$ cat config.mk
export PLATFORM = sky130hd
export DESIGN_NAME = cache_range_maint
export DESIGN_NICKNAME = d
export VERILOG_FILES = /design/src/rtl/crm_pkg.sv /design/src/rtl/crm_front.sv /design/src/rtl/crm_walker.sv /design/src/rtl/cache_range_maint.sv
export SDC_FILE = /design/constraint.sdc
export NUM_CORES = 1
export LEC_CHECK = 0
export BUFFER_PORTS_ARGS = -buffer_cell sky130_fd_sc_hd__buf_2
export CORE_ASPECT_RATIO = 0.75
export CORE_UTILIZATION = 55
export DETAILED_ROUTE_END_ITERATION = 16
export PLACE_DENSITY = 0.75
export REMOVE_ABC_BUFFERS = 1
export SLEW_MARGIN = 25
export SYNTH_ARGS = -nofsm -noshare
export SYNTH_HDL_FRONTEND = slang
export SYNTH_SLANG_ARGS = --single-unit
$ cat constraint.sdc
create_clock -name clk -period 7.5 [get_ports clk]
set_clock_uncertainty 0.15 [all_clocks]
set_input_delay 1.125 -clock clk [delete_from_list [all_inputs] [get_ports clk]]
set_output_delay 1.125 -clock clk [all_outputs]
set_load 0.01 [all_outputs]
$ cat src/rtl/crm_pkg.sv
package crm_pkg;
   typedef enum logic [1:0] {
      OP_CLEAN     = 2'd0,
      OP_INV       = 2'd1,
      OP_CLEAN_INV = 2'd2
   } maint_op_e;
endpackage

$ cat src/rtl/crm_front.sv
module crm_front
   import crm_pkg::*;
#(
   parameter int ADDR_W     = 32,
   parameter int LINE_BYTES = 32,
   parameter int PAGE_BYTES = 4096,
   parameter bit HOLD_LINE  = 1'b1
) (
   input  logic                                clk,
   input  logic                                rst_n,
   input  logic                                cmd_we,
   input  logic [2:0]                          cmd_sel,
   input  logic [ADDR_W-1:0]                   cmd_addr,
   input  logic                                walk_busy,
   output logic                                launch,
   output maint_op_e                           launch_op,
   output logic [ADDR_W-$clog2(LINE_BYTES)-1:0] launch_first,
   output logic [ADDR_W-$clog2(LINE_BYTES)-1:0] launch_last,
   output logic                                pend_valid,
   output logic                                err
);
   localparam int OFS_W  = $clog2(LINE_BYTES);
   localparam int PG_SH  = $clog2(PAGE_BYTES);
   localparam int LINE_W = ADDR_W - OFS_W;

   logic [ADDR_W-1:0] start_q [2];
   logic [ADDR_W-1:0] rs;
   logic [LINE_W:0]   first_l;
   logic [LINE_W-1:0] last_l, cmd_line;
   logic              is_start, is_end, is_line, idle, same_page, nonempty;
   logic              end_acc, range_go, direct_go, pend_go;
   logic [LINE_W-1:0] pend_line;
   maint_op_e         pend_op, line_op;

   assign is_start  = cmd_we && !cmd_sel[2] && !cmd_sel[0];
   assign is_end    = cmd_we && !cmd_sel[2] &&  cmd_sel[0];
   assign is_line   = cmd_we &&  cmd_sel[2] && (cmd_sel[1:0] != 2'b11);
   assign line_op   = maint_op_e'(cmd_sel[1:0]);
   assign cmd_line  = cmd_addr[ADDR_W-1:OFS_W];
   assign idle      = !walk_busy && !pend_valid;

   // range arithmetic: first line whose first byte is not below start
   assign rs        = start_q[cmd_sel[1]];
   assign same_page = rs[ADDR_W-1:PG_SH] == cmd_addr[ADDR_W-1:PG_SH];
   assign first_l   = {1'b0, rs[ADDR_W-1:OFS_W]} + {{LINE_W{1'b0}}, |rs[OFS_W-1:0]};
   assign last_l    = cmd_line;
   assign nonempty  = first_l <= {1'b0, last_l};
   assign end_acc   = is_end && idle;
   assign range_go  = end_acc && same_page && nonempty;
   assign direct_go = is_line && idle;

   always_ff @(posedge clk or negedge rst_n) begin
      if (!rst_n) begin
         start_q[0] <= '0;
         start_q[1] <= '0;
         err        <= 1'b0;
      end else begin
         if (is_start) start_q[cmd_sel[1]] <= cmd_addr;
         if (end_acc)  err <= !same_page;
      end
   end

   generate
      if (HOLD_LINE) begin : g_slot
         logic              pv;
         logic [LINE_W-1:0] pl;
         maint_op_e         po;
         logic              take;
         assign take = pv && !walk_busy;
         always_ff @(posedge clk or negedge rst_n) begin
            if (!rst_n) begin
               pv <= 1'b0;
               pl <= '0;
               po <= OP_CLEAN;
            end else if (is_line && !idle && (!pv || take)) begin
               pv <= 1'b1;
               pl <= cmd_line;
               po <= line_op;
            end else if (take) begin
               pv <= 1'b0;
            end
         end
         assign pend_valid = pv;
         assign pend_go    = take;
         assign pend_line  = pl;
         assign pend_op    = po;
      end else begin : g_noslot
         assign pend_valid = 1'b0;
         assign pend_go    = 1'b0;
         assign pend_line  = '0;
         assign pend_op    = OP_CLEAN;
      end
   endgenerate

   assign launch = pend_go || range_go || direct_go;

   always_comb begin
      if (pend_go) begin
         launch_op    = pend_op;
         launch_first = pend_line;
         launch_last  = pend_line;
      end else if (range_go) begin
         launch_op    = cmd_sel[1] ? OP_INV : OP_CLEAN;
         launch_first = first_l[LINE_W-1:0];
         launch_last  = last_l;
      end else begin
         launch_op    = line_op;
         launch_first = cmd_line;
         launch_last  = cmd_line;
      end
   end

   // the error flag only rises after an end-register write
   a_r5_err_cause: assert property (@(posedge clk) disable iff (!rst_n)
      $rose(err) |-> $past(cmd_we && !cmd_sel[2] && cmd_sel[0]));
   // nothing is handed to the walker while it is running
   a_r10_no_launch_busy: assert property (@(posedge clk) disable iff (!rst_n)
      launch |-> !walk_busy);
   // a held command stays held while the walk continues
   a_r9_slot_kept: assert property (@(posedge clk) disable iff (!rst_n)
      (pend_valid && walk_busy) |=> pend_valid);
endmodule

$ cat src/rtl/crm_walker.sv
module crm_walker
   import crm_pkg::*;
#(
   parameter int LINE_W = 27
) (
   input  logic              clk,
   input  logic              rst_n,
   input  logic              launch,
   input  maint_op_e         launch_op,
   input  logic [LINE_W-1:0] launch_first,
   input  logic [LINE_W-1:0] launch_last,
   output logic              busy,
   output logic              tag_req,
   output maint_op_e         tag_op,
   output logic [LINE_W-1:0] tag_line,
   input  logic              tag_ack,
   input  logic              tag_dirty,
   output logic              wb_req,
   output logic [LINE_W-1:0] wb_line
);
   logic              active;
   logic [LINE_W-1:0] cur, last;
   maint_op_e         op;

   always_ff @(posedge clk or negedge rst_n) begin
      if (!rst_n) begin
         active  <= 1'b0;
         cur     <= '0;
         last    <= '0;
         op      <= OP_CLEAN;
         wb_req  <= 1'b0;
         wb_line <= '0;
      end else begin
         wb_req <= active && tag_ack && (op != OP_INV) && tag_dirty;
         if (active && tag_ack) wb_line <= cur;
         if (!active) begin
            if (launch) begin
               active <= 1'b1;
               cur    <= launch_first;
               last   <= launch_last;
               op     <= launch_op;
            end
         end else if (tag_ack) begin
            if (cur == last) active <= 1'b0;
            else             cur    <= cur + 1'b1;
         end
      end
   end

   assign busy     = active;
   assign tag_req  = active;
   assign tag_op   = op;
   assign tag_line = cur;

   // an outstanding request holds steady until accepted
   a_r4_req_hold: assert property (@(posedge clk) disable iff (!rst_n)
      (tag_req && !tag_ack) |=> (tag_req && $stable(tag_line) && $stable(tag_op)));
   // lines are visited in ascending order
   a_r1_ascend: assert property (@(posedge clk) disable iff (!rst_n)
      (tag_req && tag_ack && (cur != last)) |=> (tag_req && tag_line == $past(tag_line) + 1'b1));
   // an invalidate acknowledge never produces a writeback
   a_r8_no_wb_inv: assert property (@(posedge clk) disable iff (!rst_n)
      (tag_req && tag_ack && tag_op == OP_INV) |=> !wb_req);
   // the writeback pulse lasts a single cycle per acknowledge
   a_r8_wb_pulse: assert property (@(posedge clk) disable iff (!rst_n)
      wb_req |-> $past(tag_req && tag_ack));
endmodule

$ cat src/rtl/cache_range_maint.sv
module cache_range_maint
   import crm_pkg::*;
#(
   parameter int ADDR_W     = 32,
   parameter int LINE_BYTES = 32,
   parameter int PAGE_BYTES = 4096,
   parameter bit HOLD_LINE  = 1'b1
) (
   input  logic                                 clk,
   input  logic                                 rst_n,
   input  logic                                 cmd_we,
   input  logic [2:0]                           cmd_sel,
   input  logic [ADDR_W-1:0]                    cmd_addr,
   output logic                                 busy,
   output logic                                 err,
   output logic                                 tag_req,
   output logic [1:0]                           tag_op,
   output logic [ADDR_W-$clog2(LINE_BYTES)-1:0] tag_line,
   input  logic                                 tag_ack,
   input  logic                                 tag_dirty,
   output logic                                 wb_req,
   output logic [ADDR_W-$clog2(LINE_BYTES)-1:0] wb_line
);
   localparam int OFS_W  = $clog2(LINE_BYTES);
   localparam int LINE_W = ADDR_W - OFS_W;

   generate
      if ((LINE_BYTES & (LINE_BYTES - 1)) != 0 || LINE_BYTES < 2)
         $error("LINE_BYTES must be a power of two");
      if ((PAGE_BYTES & (PAGE_BYTES - 1)) != 0 || PAGE_BYTES <= LINE_BYTES)
         $error("PAGE_BYTES must be a power of two above LINE_BYTES");
      if (ADDR_W <= $clog2(PAGE_BYTES))
         $error("ADDR_W must exceed the page offset width");
   endgenerate

   logic              launch, walk_busy, pend_valid;
   maint_op_e         launch_op, op_e;
   logic [LINE_W-1:0] launch_first, launch_last;

   crm_front #(
      .ADDR_W(ADDR_W), .LINE_BYTES(LINE_BYTES),
      .PAGE_BYTES(PAGE_BYTES), .HOLD_LINE(HOLD_LINE)
   ) u_front (
      .clk(clk), .rst_n(rst_n), .cmd_we(cmd_we), .cmd_sel(cmd_sel),
      .cmd_addr(cmd_addr), .walk_busy(walk_busy), .launch(launch),
      .launch_op(launch_op), .launch_first(launch_first),
      .launch_last(launch_last), .pend_valid(pend_valid), .err(err)
   );

   crm_walker #(.LINE_W(LINE_W)) u_walk (
      .clk(clk), .rst_n(rst_n), .launch(launch), .launch_op(launch_op),
      .launch_first(launch_first), .launch_last(launch_last),
      .busy(walk_busy), .tag_req(tag_req), .tag_op(op_e),
      .tag_line(tag_line), .tag_ack(tag_ack), .tag_dirty(tag_dirty),
      .wb_req(wb_req), .wb_line(wb_line)
   );

   assign tag_op = op_e;
   assign busy   = walk_busy || pend_valid;

   // the stall covers every moment a request is outstanding
   a_r3_busy_cover: assert property (@(posedge clk) disable iff (!rst_n)
      tag_req |-> busy);
endmodule

==> results of run 1 <==
==> layout make-up <==
type	count	area, µm²
clock buffer	19	452.9
timing repair buffer	119	688.2
sequential	180	4504
fill	1569	6759
clock inverter	11	175.2
inverter	41	153.9
multi-input combinational	793	5624
antenna	1	2.502
tap	247	309.0
==> worst max-delay path, stage by stage <==
cell and delay, ps:
buf_2 170, buf_4 360, buf_4 430, mux2i_1 230
a21oi_1 310, and2_1 330, nand4_1 140, xor2_1 190
mux2i_1 300, ha_1 310, nand4_1 140, nor2_1 70
a221oi_1 240, o41ai_1 130, nor3_1 350, o21a_1 600
o31ai_2 100, buf_4 220, a2111oi_0 650, a311o_1 190
==> state kept, by name (all words and copies together) (netlist names) <==
register            cells
u_front.err             1
u_front.g_slot.pl      27
u_front.g_slot.po       2
u_front.pend_valid      1
u_front.start_q        64
u_walk.busy             1
u_walk.last            27
u_walk.tag_line        27
u_walk.tag_op           2
u_walk.wb_line         27
u_walk.wb_req           1
==> cell usage after synthesis (all sizes together) (2+ instances only) <==
library cell,number,area (µm²)
a21oi,44,220.2
xor2,30,262.8
mux2i,48,480.5
and2,6,37.54
a221oi,2,17.52
nand2,132,495.5
nand3,31,160.1
nor4,11,83.83
nand4b,3,26.28
and4,2,17.52
dfrtp,180,4504
a31oi,30,202.7
nand4,31,193.9
a21o,3,22.52
o32ai,3,26.28
nand2b,2,12.51
o21a,8,60.06
nor3b,2,15.01
inv,41,153.9
o22a,3,26.28
a22oi,4,30.03
a32oi,3,45.05
a211oi,3,22.52
ha,31,387.9
buf,23,155.1
mux2,98,1104
clkbuf,44,165.2
a222oi,2,20.02
xnor2,62,543.0
nor2,77,289.0
and3,7,43.79
or4,4,33.78
nand3b,8,60.06
o21ai,58,290.3
and3b,2,17.52
a221o,3,30.03
nor3,11,55.05
nor2b,4,25.02
o221a,10,112.6
==> worst max-delay path by stage <==
stage / slack, ps / startpoint / cells past startpoint / endpoint
floorplan: 1540 / cmd_sel[1] / 21 / u_walk.tag_line[14]
global placement: 1010 / cmd_sel[1] / 23 / u_walk.tag_line[8]
detailed placement: 870 / cmd_sel[1] / 22 / u_walk.tag_line[8]
CTS: 1220 / cmd_sel[1] / 20 / u_walk.tag_line[8]
global route: 790 / cmd_sel[1] / 21 / u_walk.tag_line[8]
finish: 1090 / cmd_sel[1] / 20 / u_walk.tag_line[8]
==> metal layers <==
layer  track usage, %  part of all wire, %  routed length (µm)
met1            47.12                   48               13800
met3            6.537                  9.7                2750
met5                0                    0                   0
met2            41.28                   41               11550
met4            8.137                  1.4                 403
==> metrics by stage <==
| step | hold slack, ps | util [%] | power (mW) | instances |
|---|---|---|---|---|
| 3_5_place_dp | 315.3 | 60.25 | 2.168 | 1379 |
| 2_1_floorplan | 299.7 | - | 1.853 | 1014 |
| 4_1_cts | 331.8 | 63.62 | 3.145 | 1409 |
| 3_3_place_gp | 309.3 | 60.25 | 2.133 | 1379 |
| 6_report | 325.5 | 63.80 | 3.152 | 1411 |
| 5_1_grt | 365.2 | 63.78 | 3.306 | 1410 |
==> power breakdown <==
| group | switching, mW | internal (mW) | total [mW] |
|---|---|---|---|
| registers | 0.202 | 1.15 | 1.35 |
| logic | 0.439 | 0.380 | 0.819 |
| clock network | 0.405 | 0.576 | 0.981 |
==> cells by family (layout without fill, tap and decap cells) <==
kind of cell | count (synthesis) | after routing | share of synthesized area (%)
adders and majority gates | 31 | 31 | 3.665
AOI/OAI and AO/OA | 189 | 189 | 11.80
and+or+nand+nor | 335 | 335 | 14.92
other | 0 | 1 | 0
muxes | 146 | 146 | 14.97
DFF | 180 | 180 | 42.56
xor gates and xnor gates | 92 | 92 | 7.613
buffers and inverters | 108 | 190 | 4.480
==> impl_results.md, run 1 <==
* Cts hold-fix bufs at 0
* Die Wd at 162.2 µm
* Fin crit share at 85.45%
* HP Class: register to register
* Final worst path period need at 6408 ps
* Ys flop type: dfrtp_1
* Endpoint class of the critical path: register
* Seq/Total Area, Yosys at 42.56%
* Global-route wire length before repair at 45210 µm
* Area after DPL at 11250 µm²
* Commonest non-fill, non-tap cell in the layout: dfrtp_1
* GRT Total Usage at 30.10%
* # Max-Cap Violations at 0
* DRC Markers at 0
* Fmax at 156.0 MHz
* RSZ-0062 raised after global routing: no
* Detailed Route WL at 28490 µm
* Outcome: finished clean
* Hold depth at 2
* Yosys reg bits at 180
* PortBufs at 99
* Worst endpoint required time at 7720 ps
* Ys Warns at 0
* Rel. slew slack at 32.23%
* Worst Hold End: u_walk.wb_line[3]
* Clock root cell: clkbuf_16
* Post-synth EDFFs at 0
* Final Cell Area at 11910 µm²
* Clock transition at the registers of the reported paths at 70 ps
* Leak pwr at 5.044 nW
* Largest net degree at the start of global routing at 102
* # setup viols final at 0
* Clock Tree Buf Depth at 2
* CP arrival at 6620 ps
* Chip Height at 122.1 µm
* Htree depth at 4
* Critical R2R Launch: u_front.start_q[34]
* R2r setup slk at 1530 ps
* Die area at 19810 µm²
* Initial Utilization at 56.69%
* Async SR Flop Fraction at 100.0%
* Dpl ws at 873.1 ps
* Initial drt markers at 1060
* Pre-Repair DR Iteration Count at 5
* Crit-path max FO at 33
* # clock sinks at 180
* CTS buffer count at 17
* Share of layout cells above drive strength 1 at 22.96%
* Post-CTS setup buffer count at 0
* Post-synthesis instance area at 10580 µm²
* Critical path type: input port to register
* DR vias/cell at 6.120
* Area Growth Syn to Fin at 12.53%
* Antenna viol nets, final at 0
* Total gr overflow at 0
* Cell Pwr Density at 264.7 nW/µm²
* Clk_lat worst skew at 440 ps
* Vias at 8636
* Most frequent cells in the layout: dfrtp_1, nand2_1, buf_2
* Initial antenna violation count at 1
* Worst R2R End: u_walk.tag_line[8]
* Max-slew violation count at 0
* WL/cell at 20.19 µm
* Crit path launch type: input port
* Avg Synthesized Cell Area at 9.791 µm²
* Worst-Margin Slew at 1013 ps
* Final Hold Viols at 0
* Dpl hpwl at 20670 µm
* Core footprint at 18670 µm²
* Hold wc startpoint: u_walk.wb_line[3]
* Number of global-route vias before repair at 7912
* Peak VDD IR at 0.0001683 V
* Nets at 1223
* Fin Setup TNS at 0 ps
* CTS tree: built
* Final WS setup at 1092 ps
* PostCTS Resize Cnt at 0
* Row count at 43
* Total I/O pin count at 100
* Post-Syn Instances at 1081
* FF-to-FF path depth at 22
* Distinct cells, synth at 65
* Routability congestion estimate at 0.9232
Note: power is estimated with default switching activity, not from simulation.
==> run 2, diff against run 1 <==
Settings changed: REMOVE_ABC_BUFFERS 1 to default.
==> impl_results.md, run 2 (synthesis gave the netlist of run 1 again) <==
* Antenna viol nets, final at 0 (unchanged)
* # clock sinks at 180 (unchanged)
* Die Wd at 162.2 µm (unchanged)
* Initial Utilization at 56.69% (unchanged)
* Final Cell Area at 11850 µm² (-0.47%)
* # setup viols final at 0 (unchanged)
* Clk_lat worst skew at 440 ps (about the same)
* PortBufs at 99 (unchanged)
* Post-CTS setup buffer count at 0 (unchanged)
* Seq pwr share at 44.1% (+1.2 points)
* Hold wc startpoint: u_walk.wb_line[20]
* PostCTS Resize Cnt at 0 (unchanged)
* Ant diodes at 0 (-1)
* Row count at 43 (unchanged)
* Critical-path top delay cell: a31oi_4
* Final Hold Viols at 0 (unchanged)
* Total I/O pin count at 100 (unchanged)
* Clock transition at the registers of the reported paths at 70 ps (about the same)
* CP delay by family, top: compound AO/OA/AOI/OAI gates
* Buf/Inv on CP at 3 (-1)
* Vias at 8569 (-0.78%)
* Total gr overflow at 0 (unchanged)
* Peak VDD IR at 0.0001431 V (-15%)
* Fmax at 153.3 MHz (-1.7%)
* Max reg flops at 64 (unchanged)
* # Max-Cap Violations at 0 (unchanged)
* Die area at 19810 µm² (unchanged)
* CP Cell Sequence: buf_2 > nor3_1 > a31oi_1 > ha_1 > ha_1 > inv_1 > a221oi_1 > and3b_1 > and4_1 > nand2_1 > xor2_1 > mux2i_1 > ha_1 > nand3_1 > nor2_1 > a221oi_1 > o41ai_1 > nor3_1 > o221ai_2 > a31oi_4 > buf_4 > a21oi_1 > o22a_1
* Largest net degree at the start of global routing at 111 (+8.8%)
* Global-route wire length before repair at 44800 µm (-0.90%)
* WL/cell at 19.92 µm (-1.4%)
* Cell internal pwr at 2.024 mW (-3.9%)
* Htree depth at 4 (unchanged)
* CTS tree: built
* Cell Pwr Density at 257.8 nW/µm² (-2.6%)
* Detailed Route WL at 28110 µm (-1.4%)
* Crit path largest cell delay at 600 ps (-50 ps)
* Chip Height at 122.1 µm (unchanged)
* Crit path top cell by count: ha_1
* CP arrival at 6700 ps (+80 ps)
* Nets at 1223 (unchanged)
* Most frequent cells in the layout: dfrtp_1, nand2_1, buf_2
* Area Growth Syn to Fin at 12.00%
* Sw power at 1.033 mW (-1.2%)
* Total Power at 3.057 mW (-3.0%)
* Endpoint class of the critical path: register
* RSZ-0062 raised after global routing: no
* HP Class: register to register
* Final WS setup at 977.7 ps (-113.9 ps)
* Initial drt markers at 760 (-28%)
* Area after DPL at 11280 µm² (+0.24%)
* Combinational power share at 26.4% (+0.4 points)
* Fin Setup TNS at 0 ps (unchanged)
* Dpl ws at 737.9 ps (-135.3 ps)
* DR vias/cell at 6.073 (-0.78%)
* GRT Total Usage at 29.60% (-0.50 points)
* Biggest register: u_front.start_q
* CTS buffer count at 17 (unchanged)
* Number of global-route vias before repair at 8201 (+3.7%)
* Pre-Repair DR Iteration Count at 5 (unchanged)
* DRC Markers at 0 (unchanged)
* Final hold slack at 331.0 ps (+5.484 ps)
* Worst-Margin Slew at 941.2 ps (-72.27 ps)
* Final worst path period need at 6522 ps (+113.9 ps)
* Max-slew violation count at 0 (unchanged)
* Rel. slew slack at 37.26% (+5.0 points)
* Clock root cell: clkbuf_16
* Outcome: finished clean
* Leak pwr at 5.014 nW (-0.59%)
* Syn_nets at 1152
* Share of layout cells above drive strength 1 at 22.94% (about the same)
* Fin crit share at 86.96% (+1.5 points)
* Core footprint at 18670 µm² (unchanged)
* Critical path type: input port to register
* Crit path launch type: input port
* Crit-path max FO at 36 (+9.1%)
* Routability congestion estimate at 0.9550 (+3.4%)
* Clock Tree Buf Depth at 2 (unchanged)
* Clock power share at 29.6% (-1.5 points)
* Worst endpoint required time at 7670 ps (-50 ps)
* Cts hold-fix bufs at 0 (unchanged)
* Initial antenna violation count at 0 (-1)
* CP startpoint: cmd_sel[1]
* Fraction of power spent switching nets at 33.79% (+0.62 points)
* Dpl hpwl at 20400 µm (-1.3%)
* Commonest non-fill, non-tap cell in the layout: dfrtp_1
* Critical R2R Launch: u_front.start_q[32]
run 2: changes by cell type in the layout (fill, tap and decap cells not counted), moves of 2 or more:
cell        change
buf_6           -2
bufinv_16       -2
clkinvlp_4      +3
inv_6           +2
run 2: power groups by stage:
stage          registers, mW  clock network (mW)  logic (mW)
2_1_floorplan           1.31                   0       0.559
3_3_place_gp            1.35                   0       0.773
3_5_place_dp            1.36                   0       0.797
4_1_cts                 1.34               0.912       0.803
5_1_grt                 1.37               0.957       0.891
6_report                1.35               0.904       0.805
run 2: worst min-delay path, delay by kind of cell (launching register included):
kind,cells,cell delay [ps]
flip-flops,1,340
AND/OR/NAND/NOR,1,40
AO/OA/AOI/OAI,1,60
run 2: final timing paths:
kind	slack [ps]	cells after the start	to
min reg2reg	330	2	u_walk.wb_line[20]
max in group asynchronous	5110	2	u_front.start_q[48]
max reg2reg	1390	23	u_walk.tag_line[0]
min in group asynchronous	620	1	u_walk.wb_line[24]
max	980	23	u_walk.tag_line[0]
min	330	2	u_walk.wb_line[20]
run 2: layout make-up:
class                      instances  area, µm²
inverter                          41      153.9
sequential                       180       4504
clock inverter                    13      146.4
multi-input combinational        793       5624
clock buffer                      18      429.2
fill                            1556       6815
timing repair buffer             119      686.9
tap                              247      309.0
run 2: per-stage QoR:
stage	std cells	utilization [%]
after floorplan	1081	-
final	1411	63.49
after CTS	1411	63.48
after global routing	1411	63.49
after global placement	1379	60.25
after detailed placement	1380	60.40
run 2: layer usage:
metal,up-vias,GRT usage (%),share of wire [%]
met5,-,0,0
met4,0,6.899,1.3
met3,29,6.129,8.0
met2,365,46.03,46
met1,4203,42.41,45
li1,3972,-,-
==> run 3, diff against run 2 <==
Settings changed: CORE_ASPECT_RATIO 0.75 to default.
==> impl_results.md, run 3 (synthesis gave the netlist of run 1 again) <==
* Outcome: finished clean
* Final hold slack at 325.2 ps (-5.753 ps)
* Vias at 8434 (-1.6%)
* Worst endpoint required time at 7720 ps (+50 ps)
* Flip-flop and latch area at 4504 µm² (unchanged)
* Footprint of the multi-input gates at 5624 µm² (unchanged)
* CP arrival at 6780 ps (+80 ps)
* Dpl hpwl at 19770 µm (-3.1%)
* DRC Markers at 0 (unchanged)
* Share of layout cells above drive strength 1 at 22.70% (-0.24 points)
* CTS buffer count at 17 (unchanged)
* Total Power at 3.035 mW (-0.72%)
* Routability congestion estimate at 0.9702 (+1.6%)
* Crit path top cell by count: ha_1
* Clock root cell: clkbuf_16
* Fin cells at 1397 (-0.99%)
* DR WL met3 at 1695 µm (-25%)
* Global-route wire length before repair at 43420 µm (-3.1%)
* Metal2 WL at 11510 µm (-11%)
* PostCTS Resize Cnt at 0 (unchanged)
* RSZ-0062 raised after global routing: no
* Highest Signal Layer: met5
* Clock transition at the registers of the reported paths at 70 ps (about the same)
* Die area at 19800 µm² (about the same)
* Fin crit share at 87.46% (+0.49 points)
* Fin Setup TNS at 0 ps (unchanged)
* Detailed Route WL at 27130 µm (-3.5%)
* Critical path type: input port to register
* Hold depth at 2 (unchanged)
* Die Wd at 140.7 µm (-13%)
* Endpoint class of the critical path: register
* Leak pwr at 5.017 nW (about the same)
* Cts hold-fix bufs at 0 (unchanged)
* Placed Instances at 1366 (-1.0%)
* Filler cells at 1537 (-1.2%)
* Clock Tree Buf Depth at 2 (unchanged)
* Crit path launch type: input port
* Row count at 50 (+16%)
* Ant diodes at 0 (unchanged)
* Dpl ws at 632.0 ps (-105.9 ps)
* # Max-Cap Violations at 0 (unchanged)
* Clk_lat worst skew at 440 ps (about the same)
* Crit-path max FO at 18 (-50%)
* Final worst path period need at 6559 ps (+37.07 ps)
* PortBufs at 99 (unchanged)
* WL/cell at 19.42 µm (-2.5%)
* Nets at 1223 (unchanged)
* Post-CTS setup buffer count at 0 (unchanged)
* Final core utilization at 62.99% (-0.51 points)
* CP Cell Sequence: buf_2 > nor3_1 > a31oi_1 > ha_1 > ha_1 > inv_1 > a221oi_1 > and3b_1 > and4_1 > nand2_1 > xor2_1 > mux2i_1 > ha_1 > nand3_1 > nor2_1 > a221oi_1 > o41ai_1 > nor3_1 > o21a_1 > o31ai_2 > buf_4 > a2111oi_0 > a311o_1
* Total I/O pin count at 100 (unchanged)
* Area Growth Syn to Fin at 11.69%
* Initial antenna violation count at 1 (+1)
* CTS tree: built
* Chip Height at 140.7 µm (+15%)
* Initial drt markers at 769 (+1.2%)
* Rel. slew slack at 45.52% (+8.3 points)
* Max reg flops at 64 (unchanged)
* Commonest non-fill, non-tap cell in the layout: dfrtp_1
* Largest net degree at the start of global routing at 71 (-36%)
* DR vias/cell at 6.037 (-0.59%)
* Fmax at 152.5 MHz (-0.56%)
* Final Hold Viols at 0 (unchanged)
* Worst-Margin Slew at 811.7 ps (-129.4 ps)
* Final Cell Area at 11820 µm² (-0.28%)
* GRT Total Usage at 28.65% (-0.95 points)
* Area after DPL at 11240 µm² (-0.32%)
* Critical-path top delay cell: a2111oi_0
* Most frequent cells in the layout: dfrtp_1, nand2_1, buf_2
* Number of global-route vias before repair at 7740 (-5.6%)
* Pre-Repair DR Iteration Count at 7 (+2)
* Biggest register: u_front.start_q
* Syn_nets at 1152 (unchanged)
* Cell Pwr Density at 256.7 nW/µm² (-0.44%)
* # setup viols final at 0 (unchanged)
* Htree depth at 4 (unchanged)
* Initial Utilization at 56.39% (-0.30 points)
* Core footprint at 18770 µm² (+0.53%)
* FF-to-FF path depth at 23 (unchanged)
* DRT met1 WL at 12930 µm (+2.5%)
* Crit path largest cell delay at 700 ps (+100 ps)
* HP Class: register to register
* Antenna viol nets, final at 0 (unchanged)
* Peak VDD IR at 0.0001848 V (+29%)
* Max-slew violation count at 0 (unchanged)
* # clock sinks at 180 (unchanged)
* Final WS setup at 940.6 ps (-37.07 ps)
* Total gr overflow at 0 (unchanged)
==> run 3: cell types whose count changed in the layout (fill, tap and decap cells not counted) <==
cell,before,now
clkinv_2,2,3
inv_6,4,0
clkinv_4,0,1
clkinvlp_4,4,1
buf_8,0,1
clkbuf_8,1,2
clkbuf_1,1,3
buf_12,1,0
buf_6,0,1
==> run 3: area by class of cell <==
type / count / area share, %
clock buffers: 22 / 3.927
flip-flops and latches: 180 / 38.10
well taps: 234 / 2.477
repair buffers: 119 / 5.747
multi-input cells: 793 / 47.58
clock inverters: 8 / 0.8679
inverters: 41 / 1.302
==> run 3: final timing paths <==
check,slack (ps),from,end
max in group asynchronous,5440,rst_n,u_front.g_slot.pl[1]
min in group asynchronous,530,rst_n,u_walk.wb_line[24]
max,940,cmd_sel[1],u_walk.tag_line[8]
min reg2reg,330,u_walk.wb_line[3],u_walk.wb_line[3]
min,330,u_walk.wb_line[3],u_walk.wb_line[3]
max reg2reg,1500,u_front.start_q[32],u_walk.tag_line[8]
==> run 3: worst max-delay path, delay by kind of cell <==
family | cells | cell delay [ps]
AO/OA/AOI/OAI | 8 | 2540
adder cells (fa/ha/maj) | 3 | 660
XOR/XNOR | 1 | 140
buffers and inverters | 3 | 590
AND/OR/NAND/NOR | 7 | 1490
multiplexers | 1 | 200
==> run 3: power by group <==
group | switching [mW] | total (mW) | internal, mW
combinational | 0.423 | 0.802 | 0.379
clock | 0.382 | 0.888 | 0.506
sequential | 0.194 | 1.34 | 1.15
total | 0.999 | 3.03 | 2.04
==> run 3: routing by layer <==
metal	track usage, %	vias up
met5	0	-
met2	40.19	353
met1	42.60	4035
met4	13.27	2
li1	-	3980
met3	5.401	64
